### src/rtl/mw_pkg.sv
package mw_pkg;
  localparam int FLD_W = 4;

  typedef enum logic [FLD_W-1:0] {
    F_FIRST     = 4'd0,
    F_LAST      = 4'd1,
    F_OPMASK    = 4'd2,
    F_CLMASK    = 4'd3,
    F_CAP_CL    = 4'd4,
    F_CAP_ADDR  = 4'd5,
    F_CAP_OP    = 4'd6,
    F_CAP_FIRST = 4'd7,
    F_CAP_SIZE  = 4'd8,
    F_RELEASE   = 4'd9
  } unit_fld_e;

  typedef enum logic [FLD_W-1:0] {
    G_MASK   = 4'd0,
    G_STATUS = 4'd1,
    G_ACK    = 4'd2,
    G_RAW    = 4'd3
  } glob_fld_e;
endpackage

### src/rtl/mw_match.sv
module mw_match #(
  parameter int ADDR_W      = 32,
  parameter int NUM_CLIENTS = 14,
  parameter int NUM_OPS     = 4,
  parameter int CID_W       = 4,
  parameter int OP_W        = 2
) (
  input  logic [ADDR_W-1:0]      win_lo,
  input  logic [ADDR_W-1:0]      win_hi,
  input  logic [NUM_OPS-1:0]     op_en,
  input  logic [NUM_CLIENTS-1:0] cl_en,
  input  logic [CID_W-1:0]       client,
  input  logic [ADDR_W-1:0]      addr,
  input  logic [OP_W-1:0]        op,
  output logic                   hit
);
  logic in_win, op_ok, cl_ok;

  always_comb begin
    in_win = (addr >= win_lo) && (addr <= win_hi);
    op_ok  = 1'b0;
    cl_ok  = 1'b0;
    for (int k = 0; k < NUM_OPS; k++)
      if (32'(op) == 32'(k)) op_ok = op_en[k];
    for (int k = 0; k < NUM_CLIENTS; k++)
      if (32'(client) == 32'(k)) cl_ok = cl_en[k];
    hit = in_win && op_ok && cl_ok;
  end
endmodule

### src/rtl/mw_unit.sv
module mw_unit
  import mw_pkg::*;
#(
  parameter int ADDR_W      = 32,
  parameter int NUM_CLIENTS = 14,
  parameter int NUM_OPS     = 4,
  parameter int SIZE_W      = 8,
  parameter int DATA_W      = 32,
  parameter int CID_W       = 4,
  parameter int OP_W        = 2
) (
  input  logic              clk,
  input  logic              rst_n,
  input  logic              acc_fire,
  input  logic [CID_W-1:0]  acc_client,
  input  logic [ADDR_W-1:0] acc_addr,
  input  logic [OP_W-1:0]   acc_op,
  input  logic [SIZE_W-1:0] acc_size,
  input  logic              wr_en,
  input  logic [FLD_W-1:0]  fld,
  input  logic [DATA_W-1:0] wdata,
  input  logic              pend_clr,
  output logic [DATA_W-1:0] rdata,
  output logic              pending,
  output logic              holding
);
  logic [ADDR_W-1:0]      lo_q, hi_q, cap_addr_q;
  logic [NUM_OPS-1:0]     opm_q;
  logic [NUM_CLIENTS-1:0] clm_q, cap_cl_q, cl_onehot;
  logic [OP_W-1:0]        cap_op_q;
  logic [CID_W-1:0]       cap_first_q;
  logic [SIZE_W-1:0]      cap_size_q;
  logic                   held_q, pend_q, hit, take;

  mw_match #(
    .ADDR_W(ADDR_W), .NUM_CLIENTS(NUM_CLIENTS), .NUM_OPS(NUM_OPS),
    .CID_W(CID_W), .OP_W(OP_W)
  ) u_match (
    .win_lo(lo_q), .win_hi(hi_q), .op_en(opm_q), .cl_en(clm_q),
    .client(acc_client), .addr(acc_addr), .op(acc_op), .hit(hit)
  );

  always_comb begin
    for (int k = 0; k < NUM_CLIENTS; k++)
      cl_onehot[k] = (32'(acc_client) == 32'(k));
  end

  assign take = acc_fire && hit && !held_q;

  always_ff @(posedge clk) begin
    if (!rst_n) begin
      lo_q        <= '0;
      hi_q        <= '0;
      opm_q       <= '0;
      clm_q       <= '0;
      cap_cl_q    <= '0;
      cap_addr_q  <= '0;
      cap_op_q    <= '0;
      cap_first_q <= '0;
      cap_size_q  <= '0;
      held_q      <= 1'b0;
      pend_q      <= 1'b0;
    end else begin
      if (wr_en) begin
        case (fld)
          F_FIRST:  lo_q  <= wdata[ADDR_W-1:0];
          F_LAST:   hi_q  <= wdata[ADDR_W-1:0];
          F_OPMASK: opm_q <= wdata[NUM_OPS-1:0];
          F_CLMASK: clm_q <= wdata[NUM_CLIENTS-1:0];
          default: ;
        endcase
      end
      if (take) begin
        cap_cl_q    <= cl_onehot;
        cap_addr_q  <= acc_addr;
        cap_op_q    <= acc_op;
        cap_first_q <= acc_client;
        cap_size_q  <= acc_size;
        held_q      <= 1'b1;
        pend_q      <= 1'b1;
      end else begin
        if (wr_en && fld == F_RELEASE) held_q <= 1'b0;
        if (pend_clr) pend_q <= 1'b0;
      end
    end
  end

  always_comb begin
    case (fld)
      F_FIRST:     rdata = DATA_W'(lo_q);
      F_LAST:      rdata = DATA_W'(hi_q);
      F_OPMASK:    rdata = DATA_W'(opm_q);
      F_CLMASK:    rdata = DATA_W'(clm_q);
      F_CAP_CL:    rdata = DATA_W'(cap_cl_q);
      F_CAP_ADDR:  rdata = DATA_W'(cap_addr_q);
      F_CAP_OP:    rdata = DATA_W'(cap_op_q);
      F_CAP_FIRST: rdata = DATA_W'(cap_first_q);
      F_CAP_SIZE:  rdata = DATA_W'(cap_size_q);
      F_RELEASE:   rdata = DATA_W'(held_q);
      default:     rdata = '0;
    endcase
  end

  assign pending = pend_q;
  assign holding = held_q;
endmodule

### src/rtl/addr_watch.sv
module addr_watch
  import mw_pkg::*;
#(
  parameter int NUM_UNITS   = 4,
  parameter int ADDR_W      = 32,
  parameter int NUM_CLIENTS = 14,
  parameter int NUM_OPS     = 4,
  parameter int SIZE_W      = 8,
  parameter int DATA_W      = 32,
  localparam int CID_W  = (NUM_CLIENTS > 1) ? $clog2(NUM_CLIENTS) : 1,
  localparam int OP_W   = (NUM_OPS > 1) ? $clog2(NUM_OPS) : 1,
  localparam int SEL_W  = $clog2(NUM_UNITS + 1),
  localparam int REG_AW = SEL_W + FLD_W
) (
  input  logic              clk,
  input  logic              rst_n,
  input  logic              acc_valid,
  output logic              acc_ready,
  input  logic [CID_W-1:0]  acc_client,
  input  logic [ADDR_W-1:0] acc_addr,
  input  logic [OP_W-1:0]   acc_op,
  input  logic [SIZE_W-1:0] acc_size,
  input  logic              reg_wr,
  input  logic [REG_AW-1:0] reg_addr,
  input  logic [DATA_W-1:0] reg_wdata,
  output logic [DATA_W-1:0] reg_rdata,
  output logic              irq
);
  logic [SEL_W-1:0]     sel;
  logic [FLD_W-1:0]     fld;
  logic                 ready_q, acc_fire, glob_sel;
  logic [NUM_UNITS-1:0] pend_v, held_v, mask_q, unit_wr, pend_clr;
  logic [DATA_W-1:0]    unit_rdata [NUM_UNITS];

  assign sel      = reg_addr[REG_AW-1:FLD_W];
  assign fld      = reg_addr[FLD_W-1:0];
  assign glob_sel = (32'(sel) == 32'(NUM_UNITS));
  assign acc_fire = acc_valid && ready_q;
  assign acc_ready = ready_q;

  always_ff @(posedge clk) begin
    if (!rst_n) ready_q <= 1'b0;
    else        ready_q <= 1'b1;
  end

  for (genvar i = 0; i < NUM_UNITS; i++) begin : g_unit
    assign unit_wr[i]  = reg_wr && (32'(sel) == 32'(i));
    assign pend_clr[i] = reg_wr && glob_sel && (fld == G_ACK) && reg_wdata[i];
    mw_unit #(
      .ADDR_W(ADDR_W), .NUM_CLIENTS(NUM_CLIENTS), .NUM_OPS(NUM_OPS),
      .SIZE_W(SIZE_W), .DATA_W(DATA_W), .CID_W(CID_W), .OP_W(OP_W)
    ) u_unit (
      .clk(clk), .rst_n(rst_n), .acc_fire(acc_fire),
      .acc_client(acc_client), .acc_addr(acc_addr), .acc_op(acc_op),
      .acc_size(acc_size), .wr_en(unit_wr[i]), .fld(fld),
      .wdata(reg_wdata), .pend_clr(pend_clr[i]), .rdata(unit_rdata[i]),
      .pending(pend_v[i]), .holding(held_v[i])
    );
  end

  always_ff @(posedge clk) begin
    if (!rst_n) mask_q <= '0;
    else if (reg_wr && glob_sel && fld == G_MASK) mask_q <= reg_wdata[NUM_UNITS-1:0];
  end

  always_comb begin
    reg_rdata = '0;
    if (glob_sel) begin
      case (fld)
        G_MASK:   reg_rdata = DATA_W'(mask_q);
        G_STATUS: reg_rdata = DATA_W'(pend_v & mask_q);
        G_RAW:    reg_rdata = DATA_W'(pend_v);
        default:  reg_rdata = '0;
      endcase
    end else begin
      for (int i = 0; i < NUM_UNITS; i++)
        if (32'(sel) == 32'(i)) reg_rdata = unit_rdata[i];
    end
  end

  assign irq = |(pend_v & mask_q);
endmodule

### config.mk
export PLATFORM = sky130hd
export DESIGN_NAME = addr_watch
export DESIGN_NICKNAME = d
export VERILOG_FILES = /design/src/rtl/mw_pkg.sv /design/src/rtl/mw_match.sv /design/src/rtl/mw_unit.sv /design/src/rtl/addr_watch.sv
export SDC_FILE = /design/constraint.sdc
export NUM_CORES = 2
export LEC_CHECK = 0
export ABC_AREA = 1
export BUFFER_PORTS_ARGS = -buffer_cell sky130_fd_sc_hd__buf_2
export CORE_ASPECT_RATIO = 0.5
export CORE_MARGIN = 2
export CORE_UTILIZATION = 62
export CTS_BUF_LIST = sky130_fd_sc_hd__clkbuf_16
export CTS_CLUSTER_DIAMETER = 80
export DETAILED_ROUTE_END_ITERATION = 6
export PLACE_DENSITY = 0.78
export SYNTH_ARGS = -nofsm -noshare
export SYNTH_HDL_FRONTEND = slang
export SYNTH_SLANG_ARGS = --single-unit
### constraint.sdc
create_clock -name clk -period 2.8 [get_ports clk]
set_clock_uncertainty 0.05 [all_clocks]
set_input_delay 0.28 -clock clk [delete_from_list [all_inputs] [get_ports clk]]
set_output_delay 0.28 -clock clk [all_outputs]
set_load 0.02 [all_outputs]
Word-level counts from Yosys, hierarchy flattened
Index checks and enable logic that the tools add are counted.
- flip-flop bits (word level): 581
- input port bits: 89
- output and inout bits: 34
- word-level logic and storage cells: 253
- $lt $le $gt $ge: 8
- eq/ne operators: 29
- mux-type cells: 99
- bitwise gates (word level): 2
- reductions and logical operators: 69
- operator list (cell ; count):
    32-bit case mux with 10 select lines ; 4
    32-bit two-way mux ; 5
    32-bit greater-or-equal comparator ; 4
    32-bit less-or-equal comparator ; 4
    1-bit two-way mux ; 89
    1-bit logical AND ; 36
    4-bit by 3-bit equality test with 1-bit output (second input constant) ; 8
    4-bit equality test (second input constant) ; 8
    2-bit AND reduction ; 16
    4-bit by 2-bit equality test with 1-bit output (second input constant) ; 4
    2-bit nonzero test ; 8
    4-bit case mux with 3 select lines ; 1
    4-bit bitwise AND ; 2
    4-bit by 1-bit equality test with 1-bit output (second input constant) ; 2
    4-bit zero test ; 2
    3-bit by 2-bit equality test with 1-bit output (second input constant) ; 2
    2-bit equality test (second input constant) ; 2
    1-bit zero test ; 4
    4-bit OR reduction ; 1
    3-bit by 1-bit equality test with 1-bit output (second input constant) ; 1
    3-bit equality test (second input constant) ; 1
    3-bit zero test ; 1
    2-bit by 1-bit equality test with 1-bit output (second input constant) ; 1
    2-bit zero test ; 1

Longest topological paths before layout
- depth after elaboration: 19
- depth in mapped cells: 22
- depth with buffers taken out: 20

By module
From an unflattened synthesis, not the netlist that was laid out.
- cells, all modules: 5345
- area total of the unflattened synthesis: 34271.6 µm²
- by module, submodules not included (module ; times used ; cells each ; area each (µm²) ; seq. area each (µm²)):
    mw_unit ; 4 ; 929 ; 6273.5 ; 2882.8
    mw_match ; 4 ; 320 ; 1884.3 ; 0.0
    addr_watch ; 1 ; 349 ; 1640.3 ; 100.1

Worst setup path before layout
Ideal clock, no wire load.
- kind: register -> register
- start point: register g_unit[0].u_unit.lo_q[31]
- end point: register g_unit[0].u_unit.cap_first_q[0]
- setup time: 0.064 ns
- data arrival time: 2.252 ns
- data required time: 2.686 ns
- setup slack: 0.434 ns
- cell stages (with the launch flop): 17
- buffers on the path: 2
- clock period less this slack: 2.366 ns
- path through: dfxtp_1 > inv_1 > ha_1 > nand2_1 > nor2_1 > nand2_1 > nor3_1 > nand4_1 > nand3_1 > nand2_1 > nor2_2 > nand2_1 > nand2_1 > buf_4 > buf_4 > nor2_1 > nor2_1
- longest elaborated chain between the ends: 6
- ends and longest elaborated chain (element ; RTL line ; RTL):
    start: declaration ; mw_unit.sv:27 ; logic [ADDR_W-1:0] lo_q, hi_q, cap_addr_q;
    start signal: assignment ; mw_unit.sv:66 ; F_FIRST: lo_q <= wdata[ADDR_W-1:0];
    32-bit greater-or-equal comparator ; mw_match.sv:20 ; in_win = (addr >= win_lo) && (addr <= win_hi);
    1-bit logical AND ; mw_match.sv:20 ;
    1-bit logical AND (2 in series) ; mw_match.sv:27 ; hit = in_win && op_ok && cl_ok;
    1-bit logical AND (2 in series) ; mw_unit.sv:48 ; assign take = acc_fire && hit && !held_q;
    end signal: assignment ; mw_unit.sv:77 ; cap_first_q <= acc_client;
    end: declaration ; mw_unit.sv:31 ; logic [CID_W-1:0] cap_first_q;
No other way between the ends.
A chain may end at the register's enable or synchronous reset.

Final worst setup path
- start point: register g_unit[1].u_unit.hi_q[23]
- end point: register g_unit[1].u_unit.cap_addr_q[29]
- longest elaborated chain between the ends: 6
- ends and longest elaborated chain (element ; RTL line ; RTL):
    start: declaration ; mw_unit.sv:27 ;
    start signal: assignment ; mw_unit.sv:67 ; F_LAST: hi_q <= wdata[ADDR_W-1:0];
    32-bit less-or-equal comparator ; mw_match.sv:20 ;
    1-bit logical AND ; mw_match.sv:20 ;
    1-bit logical AND (2 in series) ; mw_match.sv:27 ;
    1-bit logical AND (2 in series) ; mw_unit.sv:48 ;
    end signal: assignment ; mw_unit.sv:75 ; cap_addr_q <= acc_addr;
    end: declaration ; mw_unit.sv:27 ;
No other way between the ends.

==> impl_results.md <==
* Clk sinks at 581
* Final Cycle Share at 103%
* Endpoint type of the worst setup path: flop
* First-pass GRT wire length at 192,000 µm
* Die height at 165 µm
* Cts bufs inserted at 52
* # rows at 58
* Grt total ovfl at 0
* Drt via density at 6.43
* Min Hold Slack at 0.0173 ns
* Number of global-route vias before repair at 31,800
* Synth cell count leaders: nand2_1 (806), a21oi_1 (613), nor2_1 (613)
* # port buffers at 122
* Worst min path class: input pin to flop
* Ys Warns at 0
* DPL Wire Length at 93,500 µm
* Worst path buffer plus inverter count at 4
* Worst slew margin at 45.6%
* Placeable Area at 0.0507 mm²
* Layout net count at 5,160
* Die area at 0.0537 mm²
* Worst EP required at 3.30 ns
* Post-synthesis compound-gate area fraction at 22.2%
* Largest net degree at the start of global routing at 96
* Most frequent cell after synthesis: nand2_1
* Non-Filler Instances at 5,555
* Final Power at 18.1 mW
* Clock root cell: clkbuf_16
* Register area share after synthesis at 36.3%
* EDFF count, synth at 0
* CP max stage cell: a21oi_1
* Final core occ at 74.3%
* Clock transition at path regs at 0.07 ns
* Top cells by area, synth: dfxtp_1 (36%), ha_1 (10%), a21oi_1 (9.6%), nand2_1 (9.4%), nor2_1 (7.2%)
* Yosys top cell area share at 36.3%
* Crit path DAT at 3.40 ns
* Fraction of synthesized area in multiplexers at 0%
* Syn Inst Count at 4,665
* Largest delay share family, worst path: simple AND/OR/NAND/NOR gates
* Final min period at 2.90 ns
* Largest family of logic cells by synthesized area: simple AND/OR/NAND/NOR gates
* Syn Area/Cell at 6.87 µm²
* First-iteration detailed-routing DRC count at 5,963
* Tot GR Track Use at 46.9%
* Worst skew pair latency at 0.62 ns
* Ys flop type: dfxtp_1
* Design Area, Final at 0.0376 mm²
* Yosys reg bits at 581
* Placed instance area at 0.0349 mm²
* Die W at 326 µm
* Detailed Routing Iterations Pass 1 at 7
* Worst vdd ir at 0.437 mV
* # fillers at 4,171
* Final setup fails at 57
* Avg WL per Cell at 24.1 µm
* Synth area leader: dfxtp_1
* Clock Tree Buf Depth at 3
* Vias at 35,700
* Failing checks: design-rule violations, negative setup slack
* WS Path Type: flop to flop
* Crit path cell chain: inv_1, ha_1, a21oi_1, a31oi_1, buf_4, nor2_1, nand2_1, nand2_2, nand2_2, nor2_4, nand2_4, clkinv_8, clkbuf_16, nor2_2, nor2_1
* Yosys cell types at 42
* P_leak at 15.4 nW
* PD cells at 481 mW/mm²
* Synth Cell Area at 0.0321 mm²
* Synth Area in Adders at 9.99%
* Initial core utilization at 63.3%
* RSZ-0062 raised after global routing: yes
* Synth Area in Simple Gates at 22.2%
* GPL Wtd Cong at 1.06
* Share of flip-flops with an asynchronous set or reset at 0%
* Final Max Slew Viols at 0
* Initial antenna violation count at 11
* Crit start category: flop
* Area Growth Syn to Fin at 17.4%
* Syn nets at 5,010
* CP max stage delay at 0.45 ns
* Worst Tran Pin Value at 0.814 ns
* TritonCTS clock tree: yes
* Layout cells sized above 1 at 12.6%
* Drt total wl at 134,000 µm
* Placed insts at 5,428
* Post-Synth XOR/XNOR Area at 0%
* Critical path peak fanout at 8
* Max H-tree Level at 2
* Remaining DRCs at 8
* Max_cap viols at 0
* Final setup margin at -0.0968 ns
* Hold Fails Final Rpt at 0
* Max frequency at 345 MHz
* Status: complete, but fails checks
* I/O pin total at 123
* Final ANT Viol Nets at 0
-- through the flow --
stage | setup TNS [ns] | worst slack, ns
final | -2.51 | -0.0968
after global routing | -7.33 | -0.169
after CTS | -0.0107 | -0.0107
after detailed placement | -31.40 | -0.361
after global placement | -27.34 | -0.349
after floorplan | 0 | 0.434
-- where the power goes --
part           switching, mW  internal (mW)
sequential            0.0233           8.30
combinational           1.56          0.711
clock                   3.43           4.06
-- what timing repair did --
| item | in CTS | in global routing |
|---|---|---|
| endpoints found under the hold margin | 0 | 0 |
| hold buffers | 0 | 0 |
| buffers inserted | 0 | 11 |
| pin swaps | 0 | 47 |
| gates cloned | 0 | 12 |
| resized for setup | 5 | 171 |
| setup endpoints to repair | 105 | 250 |
-- worst reg2reg max path, stage by stage (launching register included) --
cell and delay [ns]:
dfxtp_1 0.32, inv_1 0.07, ha_1 0.30, a21oi_1 0.45, a31oi_1 0.20, buf_4 0.17
nor2_1 0.11, nand2_1 0.08, nand2_2 0.07, nand2_2 0.06, nor2_4 0.28, nand2_4 0.13
clkinv_8 0.16, clkbuf_16 0.24, nor2_2 0.05, nor2_1 0.09
-- worst paths after layout --
| path | startpoint | to | slack [ns] | cells past startpoint |
|---|---|---|---|---|
| worst max-delay path | g_unit[1].u_unit.hi_q[23]$_SDFFE_PN0P_ | g_unit[1].u_unit.cap_addr_q[29]$_SDFFE_PN0P_ | -0.1 | 15 |
| worst max register to register | g_unit[1].u_unit.hi_q[23]$_SDFFE_PN0P_ | g_unit[1].u_unit.cap_addr_q[29]$_SDFFE_PN0P_ | -0.1 | 15 |
| worst min-delay path | reg_wdata[25] | g_unit[3].u_unit.lo_q[25]$_SDFFE_PN0P_ | 0.02 | 3 |
| worst min register to register | g_unit[1].u_unit.cap_addr_q[24]$_SDFFE_PN0P_ | g_unit[1].u_unit.cap_addr_q[24]$_SDFFE_PN0P_ | 0.42 | 2 |
-- metal layers --
metal | up-vias | GRT usage (%) | wire (µm)
met4 | 0 | 29.0 | 10500
met5 | - | 0 | 0
met3 | 654 | 13.0 | 20500
li1 | 15900 | - | -
met1 | 16300 | 60.0 | 49200
met2 | 2874 | 70.7 | 53900
-- state kept, by name, summed over array words and instances, names as in the netlist --
signal,count
g_unit.u_unit.pending,4
g_unit.u_unit.holding,4
mask_q,4
acc_ready,1
g_unit.u_unit.lo_q,128
g_unit.u_unit.opm_q,16
g_unit.u_unit.hi_q,128
g_unit.u_unit.cap_addr_q,128
g_unit.u_unit.cap_size_q,32
g_unit.u_unit.cap_cl_q,56
g_unit.u_unit.cap_first_q,16
g_unit.u_unit.clm_q,56
g_unit.u_unit.cap_op_q,8
-- area by class of cell --
type / count / area [µm²] / share of cell area (%)
timing repair buffer: 387 / 3470 / 9.22
clock buffer: 53 / 1330 / 3.52
inverter: 481 / 1820 / 4.85
tap: 690 / 863 / 2.29
multi-input combinational: 3312 / 18100 / 48.2
clock inverter: 41 / 357 / 0.948
antenna: 10 / 25.0 / 0.0665
sequential: 581 / 11600 / 30.9
-- cell usage in the layout, fill, tap and decap left out, types with 9 or more instances in the layout --
cell / instances
nand2_2: 15
o21a_1: 10
buf_12: 47
nor2_2: 31
nand2_1: 787
a221oi_1: 24
buf_2: 120
nor2_4: 31
nor2_1: 556
dfxtp_1: 579
diode_2: 10
nand4_1: 33
a21oi_1: 607
o2111ai_1: 45
inv_2: 28
o22ai_1: 63
o221ai_1: 27
buf_4: 192
nor3_1: 13
inv_1: 456
clkinv_2: 9
ha_1: 247
nand3_1: 266
clkinv_1: 17
o211ai_1: 14
o21ai_0: 440
clkbuf_16: 61
buf_6: 14
a22o_1: 10
ha_4: 9
-- logic make-up after synthesis --
logic type      count (synthesis)
simple gates                 1762
compound gates               1293
buf+inv                       773
flops                         581
fa+ha+maj                     256
Power figures use the tool's default switching activity.
